File: config.mk
export PLATFORM = sky130hd
export DESIGN_NAME = spi_irq_status
export DESIGN_NICKNAME = d
export VERILOG_FILES = /design/src/rtl/spi_irq_pkg.sv /design/src/rtl/spi_irq_levels.sv /design/src/rtl/spi_irq_regs.sv /design/src/rtl/spi_irq_out.sv /design/src/rtl/spi_irq_status.sv
export SDC_FILE = /design/constraint.sdc
export NUM_CORES = 1
export LEC_CHECK = 0
export BUFFER_PORTS_ARGS = -buffer_cell sky130_fd_sc_hd__buf_2
export CAP_MARGIN = 20
export CORE_UTILIZATION = 40
export DETAILED_ROUTE_END_ITERATION = 10
export PLACE_DENSITY_LB_ADDON = 0.15
export REMOVE_ABC_BUFFERS = 1
export SYNTH_ARGS = -nofsm -noshare
export SYNTH_HDL_FRONTEND = slang
export SYNTH_SLANG_ARGS = --single-unit
File: constraint.sdc
create_clock -name clk -period 2 [get_ports clk]
set_input_delay 0.2 -clock clk [delete_from_list [all_inputs] [get_ports clk]]
set_output_delay 0.2 -clock clk [all_outputs]
set_load 0.05 [all_outputs]
File: src/rtl/spi_irq_pkg.sv
package spi_irq_pkg;

    // status word layout; software decodes these positions
    localparam int STAT_W     = 7;
    localparam int BIT_OVF    = 0;
    localparam int BIT_TXNF   = 2;
    localparam int BIT_TXFULL = 3;
    localparam int BIT_RXNE   = 4;
    localparam int BIT_RXFULL = 5;
    localparam int BIT_UDF    = 6;

    // bits that exist in the mask (bit 1 is unimplemented)
    localparam logic [STAT_W-1:0] IMPL_MASK = 7'b111_1101;

    // register offsets
    localparam int ADR_STAT  = 'h04;
    localparam int ADR_EN    = 'h08;
    localparam int ADR_DIS   = 'h0C;
    localparam int ADR_MASK  = 'h10;
    localparam int ADR_TXTHR = 'h28;
    localparam int ADR_RXTHR = 'h2C;

    typedef struct packed {
        logic tx_nf;
        logic tx_full;
        logic rx_ne;
        logic rx_full;
    } fifo_lvl_t;

    function automatic logic [STAT_W-1:0] pack_status(
        input logic      ovf,
        input logic      udf,
        input fifo_lvl_t lvl
    );
        logic [STAT_W-1:0] s;
        s             = '0;
        s[BIT_OVF]    = ovf;
        s[BIT_TXNF]   = lvl.tx_nf;
        s[BIT_TXFULL] = lvl.tx_full;
        s[BIT_RXNE]   = lvl.rx_ne;
        s[BIT_RXFULL] = lvl.rx_full;
        s[BIT_UDF]    = udf;
        return s;
    endfunction

endpackage

File: src/rtl/spi_irq_levels.sv
module spi_irq_levels
    import spi_irq_pkg::*;
#(
    parameter int FIFO_DEPTH = 63,
    parameter int CNT_W      = 6
) (
    input  logic             clk,
    input  logic             rst_n,
    input  logic [CNT_W-1:0] tx_count,
    input  logic [CNT_W-1:0] rx_count,
    input  logic [CNT_W-1:0] tx_thr,
    input  logic [CNT_W-1:0] rx_thr,
    output fifo_lvl_t        lvl
);

    localparam logic [CNT_W-1:0] FULL_CNT = CNT_W'(FIFO_DEPTH);

    always_comb begin
        lvl         = '0;
        lvl.tx_nf   = (tx_count < tx_thr);
        lvl.tx_full = (tx_count == FULL_CNT);
        lvl.rx_ne   = (rx_count >= rx_thr);
        lvl.rx_full = (rx_count == FULL_CNT);
    end


    tx_empty_nf_chk: assert property (@(posedge clk) disable iff (!rst_n)
        (tx_count == '0) && (tx_thr != '0) |-> lvl.tx_nf);


    rx_empty_ne_chk: assert property (@(posedge clk) disable iff (!rst_n)
        (rx_count == '0) && (rx_thr != '0) |-> !lvl.rx_ne);

endmodule

File: src/rtl/spi_irq_regs.sv
module spi_irq_regs
    import spi_irq_pkg::*;
#(
    parameter int ADDR_W = 8,
    parameter int DATA_W = 32,
    parameter int CNT_W  = 6
) (
    input  logic              clk,
    input  logic              rst_n,
    input  logic              rx_ovf_evt,
    input  logic              tx_udf_evt,
    input  logic              reg_wr,
    input  logic [ADDR_W-1:0] reg_addr,
    input  logic [DATA_W-1:0] reg_wdata,
    input  logic [STAT_W-1:0] status,
    output logic [DATA_W-1:0] reg_rdata,
    output logic [STAT_W-1:0] mask,
    output logic              ovf,
    output logic              udf,
    output logic [CNT_W-1:0]  tx_thr,
    output logic [CNT_W-1:0]  rx_thr
);

    typedef struct packed {
        logic [STAT_W-1:0] mask;
        logic              ovf;
        logic              udf;
        logic [CNT_W-1:0]  tx_thr;
        logic [CNT_W-1:0]  rx_thr;
    } regs_t;

    regs_t s_d, s_q;

    logic              wr_stat, wr_en, wr_dis, wr_txthr, wr_rxthr;
    logic [STAT_W-1:0] wbits;
    logic              wdata_unused;

    assign wdata_unused = ^reg_wdata;
    assign wbits        = reg_wdata[STAT_W-1:0];

    always_comb begin
        wr_stat  = reg_wr && (reg_addr == ADDR_W'(ADR_STAT));
        wr_en    = reg_wr && (reg_addr == ADDR_W'(ADR_EN));
        wr_dis   = reg_wr && (reg_addr == ADDR_W'(ADR_DIS));
        wr_txthr = reg_wr && (reg_addr == ADDR_W'(ADR_TXTHR));
        wr_rxthr = reg_wr && (reg_addr == ADDR_W'(ADR_RXTHR));

        s_d = s_q;
        // sticky flags: clear by write-one, event takes priority
        if (wr_stat && wbits[BIT_OVF]) s_d.ovf = 1'b0;
        if (wr_stat && wbits[BIT_UDF]) s_d.udf = 1'b0;
        if (rx_ovf_evt)                s_d.ovf = 1'b1;
        if (tx_udf_evt)                s_d.udf = 1'b1;
        // set-only and clear-only mask access
        if (wr_en)  s_d.mask = s_q.mask | (wbits & IMPL_MASK);
        if (wr_dis) s_d.mask = s_q.mask & ~wbits;
        if (wr_txthr) s_d.tx_thr = reg_wdata[CNT_W-1:0];
        if (wr_rxthr) s_d.rx_thr = reg_wdata[CNT_W-1:0];
    end

    always_ff @(posedge clk or negedge rst_n) begin
        if (!rst_n) begin
            s_q.mask   <= '0;
            s_q.ovf    <= 1'b0;
            s_q.udf    <= 1'b0;
            s_q.tx_thr <= CNT_W'(1);
            s_q.rx_thr <= CNT_W'(1);
        end else begin
            s_q <= s_d;
        end
    end

    always_comb begin
        reg_rdata = '0;
        case (reg_addr)
            ADDR_W'(ADR_STAT):  reg_rdata = DATA_W'(status);
            ADDR_W'(ADR_MASK):  reg_rdata = DATA_W'(s_q.mask);
            ADDR_W'(ADR_TXTHR): reg_rdata = DATA_W'(s_q.tx_thr);
            ADDR_W'(ADR_RXTHR): reg_rdata = DATA_W'(s_q.rx_thr);
            default:            reg_rdata = '0;
        endcase
    end

    assign mask   = s_q.mask;
    assign ovf    = s_q.ovf;
    assign udf    = s_q.udf;
    assign tx_thr = s_q.tx_thr;
    assign rx_thr = s_q.rx_thr;


    ovf_hold_chk: assert property (@(posedge clk) disable iff (!rst_n)
        s_q.ovf && !(wr_stat && wbits[BIT_OVF]) |=> s_q.ovf);


    udf_hold_chk: assert property (@(posedge clk) disable iff (!rst_n)
        s_q.udf && !(wr_stat && wbits[BIT_UDF]) |=> s_q.udf);


    ovf_set_chk: assert property (@(posedge clk) disable iff (!rst_n)
        rx_ovf_evt |=> s_q.ovf);


    udf_set_chk: assert property (@(posedge clk) disable iff (!rst_n)
        tx_udf_evt |=> s_q.udf);


    en_sets_chk: assert property (@(posedge clk) disable iff (!rst_n)
        wr_en |=> ((s_q.mask & $past(wbits & IMPL_MASK)) == $past(wbits & IMPL_MASK)));


    dis_clears_chk: assert property (@(posedge clk) disable iff (!rst_n)
        wr_dis |=> ((s_q.mask & $past(wbits)) == '0));


    mask_stable_chk: assert property (@(posedge clk) disable iff (!rst_n)
        !wr_en && !wr_dis |=> $stable(s_q.mask));

endmodule

File: src/rtl/spi_irq_out.sv
module spi_irq_out
    import spi_irq_pkg::*;
(
    input  logic              clk,
    input  logic              rst_n,
    input  logic [STAT_W-1:0] status,
    input  logic [STAT_W-1:0] mask,
    output logic              irq
);

    logic irq_d, irq_q;

    always_comb begin
        irq_d = |(status & mask);
    end

    always_ff @(posedge clk or negedge rst_n) begin
        if (!rst_n) irq_q <= 1'b0;
        else        irq_q <= irq_d;
    end

    assign irq = irq_q;


    masked_quiet_chk: assert property (@(posedge clk) disable iff (!rst_n)
        (mask == '0) |=> !irq);


    no_source_quiet_chk: assert property (@(posedge clk) disable iff (!rst_n)
        (status == '0) |=> !irq);

endmodule

File: src/rtl/spi_irq_status.sv
module spi_irq_status
    import spi_irq_pkg::*;
#(
    parameter  int FIFO_DEPTH = 63,
    parameter  int ADDR_W     = 8,
    parameter  int DATA_W     = 32,
    localparam int CNT_W      = $clog2(FIFO_DEPTH + 1)
) (
    input  logic              clk,
    input  logic              rst_n,
    input  logic [CNT_W-1:0]  tx_count,
    input  logic [CNT_W-1:0]  rx_count,
    input  logic              rx_ovf_evt,
    input  logic              tx_udf_evt,
    input  logic              reg_wr,
    input  logic [ADDR_W-1:0] reg_addr,
    input  logic [DATA_W-1:0] reg_wdata,
    output logic [DATA_W-1:0] reg_rdata,
    output logic              irq
);

    fifo_lvl_t         lvl;
    logic [STAT_W-1:0] status;
    logic [STAT_W-1:0] mask;
    logic              ovf, udf;
    logic [CNT_W-1:0]  tx_thr, rx_thr;

    spi_irq_levels #(
        .FIFO_DEPTH (FIFO_DEPTH),
        .CNT_W      (CNT_W)
    ) u_levels (
        .clk      (clk),
        .rst_n    (rst_n),
        .tx_count (tx_count),
        .rx_count (rx_count),
        .tx_thr   (tx_thr),
        .rx_thr   (rx_thr),
        .lvl      (lvl)
    );

    assign status = pack_status(ovf, udf, lvl);

    spi_irq_regs #(
        .ADDR_W (ADDR_W),
        .DATA_W (DATA_W),
        .CNT_W  (CNT_W)
    ) u_regs (
        .clk        (clk),
        .rst_n      (rst_n),
        .rx_ovf_evt (rx_ovf_evt),
        .tx_udf_evt (tx_udf_evt),
        .reg_wr     (reg_wr),
        .reg_addr   (reg_addr),
        .reg_wdata  (reg_wdata),
        .status     (status),
        .reg_rdata  (reg_rdata),
        .mask       (mask),
        .ovf        (ovf),
        .udf        (udf),
        .tx_thr     (tx_thr),
        .rx_thr     (rx_thr)
    );

    spi_irq_out u_out (
        .clk    (clk),
        .rst_n  (rst_n),
        .status (status),
        .mask   (mask),
        .irq    (irq)
    );


    full_excludes_nf_chk: assert property (@(posedge clk) disable iff (!rst_n)
        (tx_count == CNT_W'(FIFO_DEPTH)) && (tx_thr <= CNT_W'(FIFO_DEPTH)) |-> !status[BIT_TXNF]);

endmodule

==> results of run 1 <==
## per-stage QoR
| step | hold WS, ns | area, um2 |
|---|---|---|
| 6_report | 0.119 | 1890 |
| 5_1_grt | 0.108 | 1890 |
| 3_5_place_dp | 0.192 | 1760 |
| 3_3_place_gp | 0.184 | 1760 |
| 2_1_floorplan | -0.0956 | 1490 |
| 4_1_cts | 0.121 | 1880 |
## layout make-up
cell class,instances,area (um2),area share (%)
Timing Repair Buffer,45,255,13.5
Inverter,14,52.6,2.78
Sequential cell,22,553,29.3
Multi-Input combinational cell,123,913,48.3
Tap cell,48,60.1,3.18
Clock buffer,4,55.1,2.91
## report_power, final
group          switching (mW)  internal (mW)
Combinational           0.212         0.0884
Clock                   0.145          0.176
Sequential             0.0198          0.473
Total                   0.377          0.737
## worst paths after layout
path / startpoint / end / slack, ns / cells past startpoint
max in group asynchronous: rst_n / u_regs.rx_thr[0] / 1.21 / 2
max reg2reg: u_regs.rx_thr[0] / u_out.irq / 0.43 / 6
min reg2reg: u_regs.mask[1] / u_regs.mask[1] / 0.50 / 2
min in group asynchronous: rst_n / u_regs.tx_thr[5] / 0.43 / 2
max: u_regs.rx_thr[0] / reg_rdata[4] / 0.03 / 6
min: rx_ovf_evt / u_regs.ovf / 0.12 / 2
## layer usage
metal / track usage (%) / part of all wire, % / vias up
met3: 2.60 / 5.4 / 4
met1: 23.3 / 47 / 624
met2: 31.3 / 46 / 61
li1: - / - / 630
met4: 5.71 / 0.80 / 0
met5: 0 / 0 / -
## synthesized netlist by cell type (2+ instances only)
| master | number | area, um2 |
|---|---|---|
| buf_4 | 27 | 203 |
| a21oi_1 | 12 | 60.1 |
| a221o_1 | 3 | 30.0 |
| dfstp_2 | 2 | 52.6 |
| and2_1 | 3 | 18.8 |
| dfrtp_1 | 20 | 500 |
| inv_1 | 14 | 52.6 |
| o221ai_1 | 3 | 26.3 |
| nor2_1 | 5 | 18.8 |
| a22o_1 | 2 | 17.5 |
| nand4_1 | 5 | 31.3 |
| o21ai_0 | 2 | 10.0 |
| a31oi_1 | 7 | 43.8 |
| ha_1 | 11 | 138 |
| mux2_2 | 12 | 135 |
| nand2b_1 | 2 | 12.5 |
| nand2_1 | 7 | 26.3 |
| and3_1 | 3 | 18.8 |
| nand3_1 | 3 | 15.0 |
| mux2i_1 | 6 | 60.1 |
| a21o_1 | 2 | 15.0 |
## critical path, cell delays in order, from the launching register on
cell,delay [ns]
dfstp_2,0.55
ha_1,0.23
nand2b_4,0.14
a21oi_2,0.11
o221a_2,0.22
o221ai_2,0.10
buf_6,0.17
## cell families (layout without fill, tap and decap cells)
| logic type | count (synthesis) | count (layout) | synth area share [%] |
|---|---|---|---|
| buf+inv | 43 | 63 | 16.7 |
| compound gates | 34 | 34 | 14.3 |
| mux | 18 | 18 | 12.1 |
| fa+ha+maj | 11 | 11 | 8.52 |
| simple gates | 35 | 35 | 13.9 |
| other cells | 1 | 25 | 0.232 |
| flops | 22 | 22 | 34.2 |
## repair_timing
| item | CTS | global route |
|---|---|---|
| hold buffers | 1 | 0 |
| buffers inserted | 3 | 0 |
| gates resized for setup | 9 | 2 |
| cloned | 0 | 0 |
| setup endpoints to repair | 2 | 2 |
| pin swaps | 3 | 1 |
| hold endpoints to repair | 20 | 0 |
==> out/metrics.yaml, run 1 <==
status: "complete, no violations"
hold_violations: 0
cts_root_buf: "clkbuf_8"
setup_viol_count_final: 0
synth_edf_count: 0
cts_sinks: 22
coreArea_mm2: 0.00377
cts.clk_slew.worst_paths_ns: 0.08
synthArstFlopShare_pct: 100
hpwl_um: 2830
portBuffers: 39
rows: 22
power-per-cell-area_mw_per_mm2: 589
die_area_mm2: 0.00430
antenna_found_initial: 0
n_fill_cell: 357
antenna_left: 0
fin_skew_ns: 0.00367
avgSynthCellArea_um2: 9.85
hp-class: "input port to flip-flop"
ys.flop_type: "dfrtp_1"
grt_overflow: 0
worstPathRequired_ns: 1.80
dp_cells: 248
max_slew_margin_pct: 66.3
worstSetupPathType: "flip-flop to output port"
grt_pass1_wl_um: 5850
layout_commonest_cell: "buf_2"
fin_crit_ns: 1.97
final_nets: 277
ys_types: 34
area_growth_pct: 17.0
place_worst_setup_slack_ns: 0.126
start_util_pct: 42.8
drv_slew: 0
die_h_um: 65.5
ys_seq_area_share_pct: 34.2
wl_per_cell_um: 14.2
grt_pass1_vias: 1242
gp_congestion: 0.788
period_share_pct: 98.3
fin_ws_ns: 0.0337
cts_tree: "built"
cts.path.max_buffers: 2
vias: 1319
tns_ns: 0
fp.dieW_um: 65.5
end_kind: "output port"
syn_inst: 164
grt_max_degree: 23
grtUsageTotal_pct: 18.2
cp.arrival_ns: 1.77
ys_warn_count: 0
vias_per_cell: 5.15
totalWireLength_um: 3630
ys_ff_latch: 22
first_pass_iters: 4
worst_setup_path_start_kind: "flip-flop"
final_cell_mix: "buf_2 (37), conb_1 (25), dfrtp_1 (20)"
drv_cap: 0
diodes: 0
cp_max_fo: 2
worst_pin_slew_ns: 0.505
clkLatencyLatePin_ns: 0.26
drive_above_1_share_pct: 35.1
ioPinCount: 90
total_power_mw: 1.11
max-vdd-ir-drop_mv: 0.299
htreeDepth: 1
utilization_pct: 50.1
cts-buffers-inserted: 3
stdcell_count: 256
rsz0062_at_grt: "yes"
drc: 0
leakagePower_nw: 0.921
max_clock_freq_ghz: 0.509
drt_iter0_markers: 56
synth.cell_area_mm2: 0.00162
Note: power is estimated with default switching activity, not from simulation.
==> inputs of run 2 (changes only) <==
--- a/config.mk
+++ b/config.mk
@@ -7,6 +7,7 @@
 export LEC_CHECK = 0
 export BUFFER_PORTS_ARGS = -buffer_cell sky130_fd_sc_hd__buf_2
 export CAP_MARGIN = 20
+export CORE_ASPECT_RATIO = 1.2
 export CORE_UTILIZATION = 40
 export DETAILED_ROUTE_END_ITERATION = 10
 export PLACE_DENSITY_LB_ADDON = 0.15
==> constraint.sdc (replaced) <==
create_clock -name clk -period 2.1 [get_ports clk]
set_input_delay 0.21 -clock clk [delete_from_list [all_inputs] [get_ports clk]]
set_output_delay 0.21 -clock clk [all_outputs]
set_load 0.05 [all_outputs]
==> run 2 against run 1 <==
  * Largest power group unchanged
  * Final area did not move
  * Highest routed layer unchanged
  * Sequential share of layout area did not move
  * Combinational power fell by 6%
  * Critical path type unchanged
==> out/metrics.yaml, run 2 (synthesis gave the netlist of run 1 again) <==
vias: 1329
hp-start: "rx_ovf_evt"
grt_overflow: 0
worstPathRequired_ns: 1.89
power-per-cell-area_mw_per_mm2: 604
gp_congestion: 0.804
grt_max_degree: 23
grtUsageTotal_pct: 18.2
area_growth_pct: 17.0
slowest_stage: "dfstp_2"
status: "complete, no violations"
worst_hold_path.endpoint: "u_regs.ovf"
die_h_um: 71.6
fp.dieW_um: 60.0
fin_skew_ns: 0.00200
coreArea_mm2: 0.00375
timing.rr.end: "u_out.irq"
clkLatencyLatePin_ns: 0.26
cts.path.max_buffers: 2
end_kind: "output port"
hp-class: "input port to flip-flop"
drv_cap: 0
cp_max_fo: 2
start_util_pct: 43.0
tns_ns: 0
totalWireLength_um: 3640
hold_violations: 0
drv_slew: 0
dp_cells: 251
setup_viol_count_final: 0
drc: 0
total_power_mw: 1.14
portBuffers: 39
max_slew_margin_pct: 66.1
antenna_left: 0
diodes: 0
grt_pass1_vias: 1237
die_area_mm2: 0.00430
cp_cell_sequence: "ha_1, nand2b_1, a21oi_2, o221a_2, o221ai_2, buf_6"
stdcell_count: 260
reg2reg_slack_ns: 0.40
leakagePower_nw: 0.919
ioPinCount: 90
cts-buffers-inserted: 3
vias_per_cell: 5.11
first_pass_iters: 4
max-vdd-ir-drop_mv: 0.347
drt_iter0_markers: 26
n_fill_cell: 393
grt_pass1_wl_um: 5900
wl_per_cell_um: 14.0
cts_root_buf: "clkbuf_8"
period_share_pct: 96.6
fin_crit_ns: 2.03
hold_depth: 2
worstSetupPathType: "flip-flop to output port"
htreeDepth: 1
cts_sinks: 22
final_nets: 277
worst_pin_slew_ns: 0.508
worst_setup_path_start_kind: "flip-flop"
cts.clk_slew.worst_paths_ns: 0.08
max_clock_freq_ghz: 0.493
seqCellArea_um2: 553
multi_input_area_um2: 896
worstRegToRegCells: 7
final_cell_mix: "buf_2 (37), conb_1 (25), dfrtp_1 (20)"
layout_commonest_cell: "buf_2"
cp.arrival_ns: 1.82
r2r_start: "u_regs.rx_thr[0]"
rows: 24
place_area_mm2: 0.00176
hpwl_um: 2860
drive_above_1_share_pct: 33.7
antenna_found_initial: 0
fin_area_mm2: 0.00189
slowest_delay_ns: 0.54
cts_tree: "built"
[run 2: critical path, delay by kind of cell, from the launching register on]
family,cells,cell delay (ns)
buffers and inverters,1,0.17
flip-flops,1,0.54
adder cells (fa/ha/maj),1,0.21
AO/OA/AOI/OAI,3,0.49
AND/OR/NAND/NOR,1,0.15
[run 2: how the worst max path moves through the flow]
| stage | startpoint | endpoint | slack, ns | cells past startpoint |
|---|---|---|---|---|
| after detailed placement | u_regs.rx_thr[0] | reg_rdata[4] | 0.23 | 6 |
| after global routing | u_regs.rx_thr[0] | reg_rdata[4] | -0.006 | 6 |
| after CTS | u_regs.rx_thr[0] | reg_rdata[4] | 0.001 | 6 |
| after floorplan | u_regs.tx_thr[5] | reg_rdata[2] | -0.15 | 5 |
| final | u_regs.rx_thr[0] | reg_rdata[4] | 0.07 | 6 |
| after global placement | u_regs.rx_thr[0] | reg_rdata[4] | 0.25 | 6 |
[run 2: cell type report]
cell class	instances	area share (%)
Tap cell	52	3.44
Inverter	14	2.78
Multi-Input combinational cell	123	47.4
Sequential cell	22	29.3
Clock inverter	1	1.59
Timing Repair Buffer	45	13.3
Clock buffer	3	2.19
[run 2: timing repair]
| item | 4_1_cts | 5_1_grt |
|---|---|---|
| buffers inserted | 2 | 2 |
| hold buffers | 1 | 0 |
| pin swaps | 1 | 2 |
| gates resized for setup | 2 | 5 |
| setup endpoints to repair | 1 | 2 |
| hold endpoints to repair | 20 | 0 |
| cloned | 0 | 0 |
[run 2: per-stage QoR]
stage	hold slack [ns]	worst slack, ns	utilization (%)
4_1_cts	0.119	0.00113	49.5
5_1_grt	0.116	-0.00604	50.3
3_5_place_dp	0.211	0.230	46.8
3_3_place_gp	0.200	0.248	46.8
6_report	0.127	0.0709	50.3
2_1_floorplan	-0.0856	-0.145	-
[run 2: power breakdown]
group	switching [mW]	internal, mW	total (mW)
Clock	0.135	0.254	0.389
Sequential	0.0185	0.450	0.469
Combinational	0.200	0.0830	0.283
[run 2: routing by layer]
| layer | vias up | part of all wire [%] | track usage [%] |
|---|---|---|---|
| li1 | 631 | - | - |
| met1 | 649 | 44 | 23.6 |
| met2 | 45 | 52 | 31.7 |
| met3 | 4 | 2.8 | 2.53 |
| met4 | 0 | 0.85 | 3.88 |
| met5 | - | 0 | 0 |
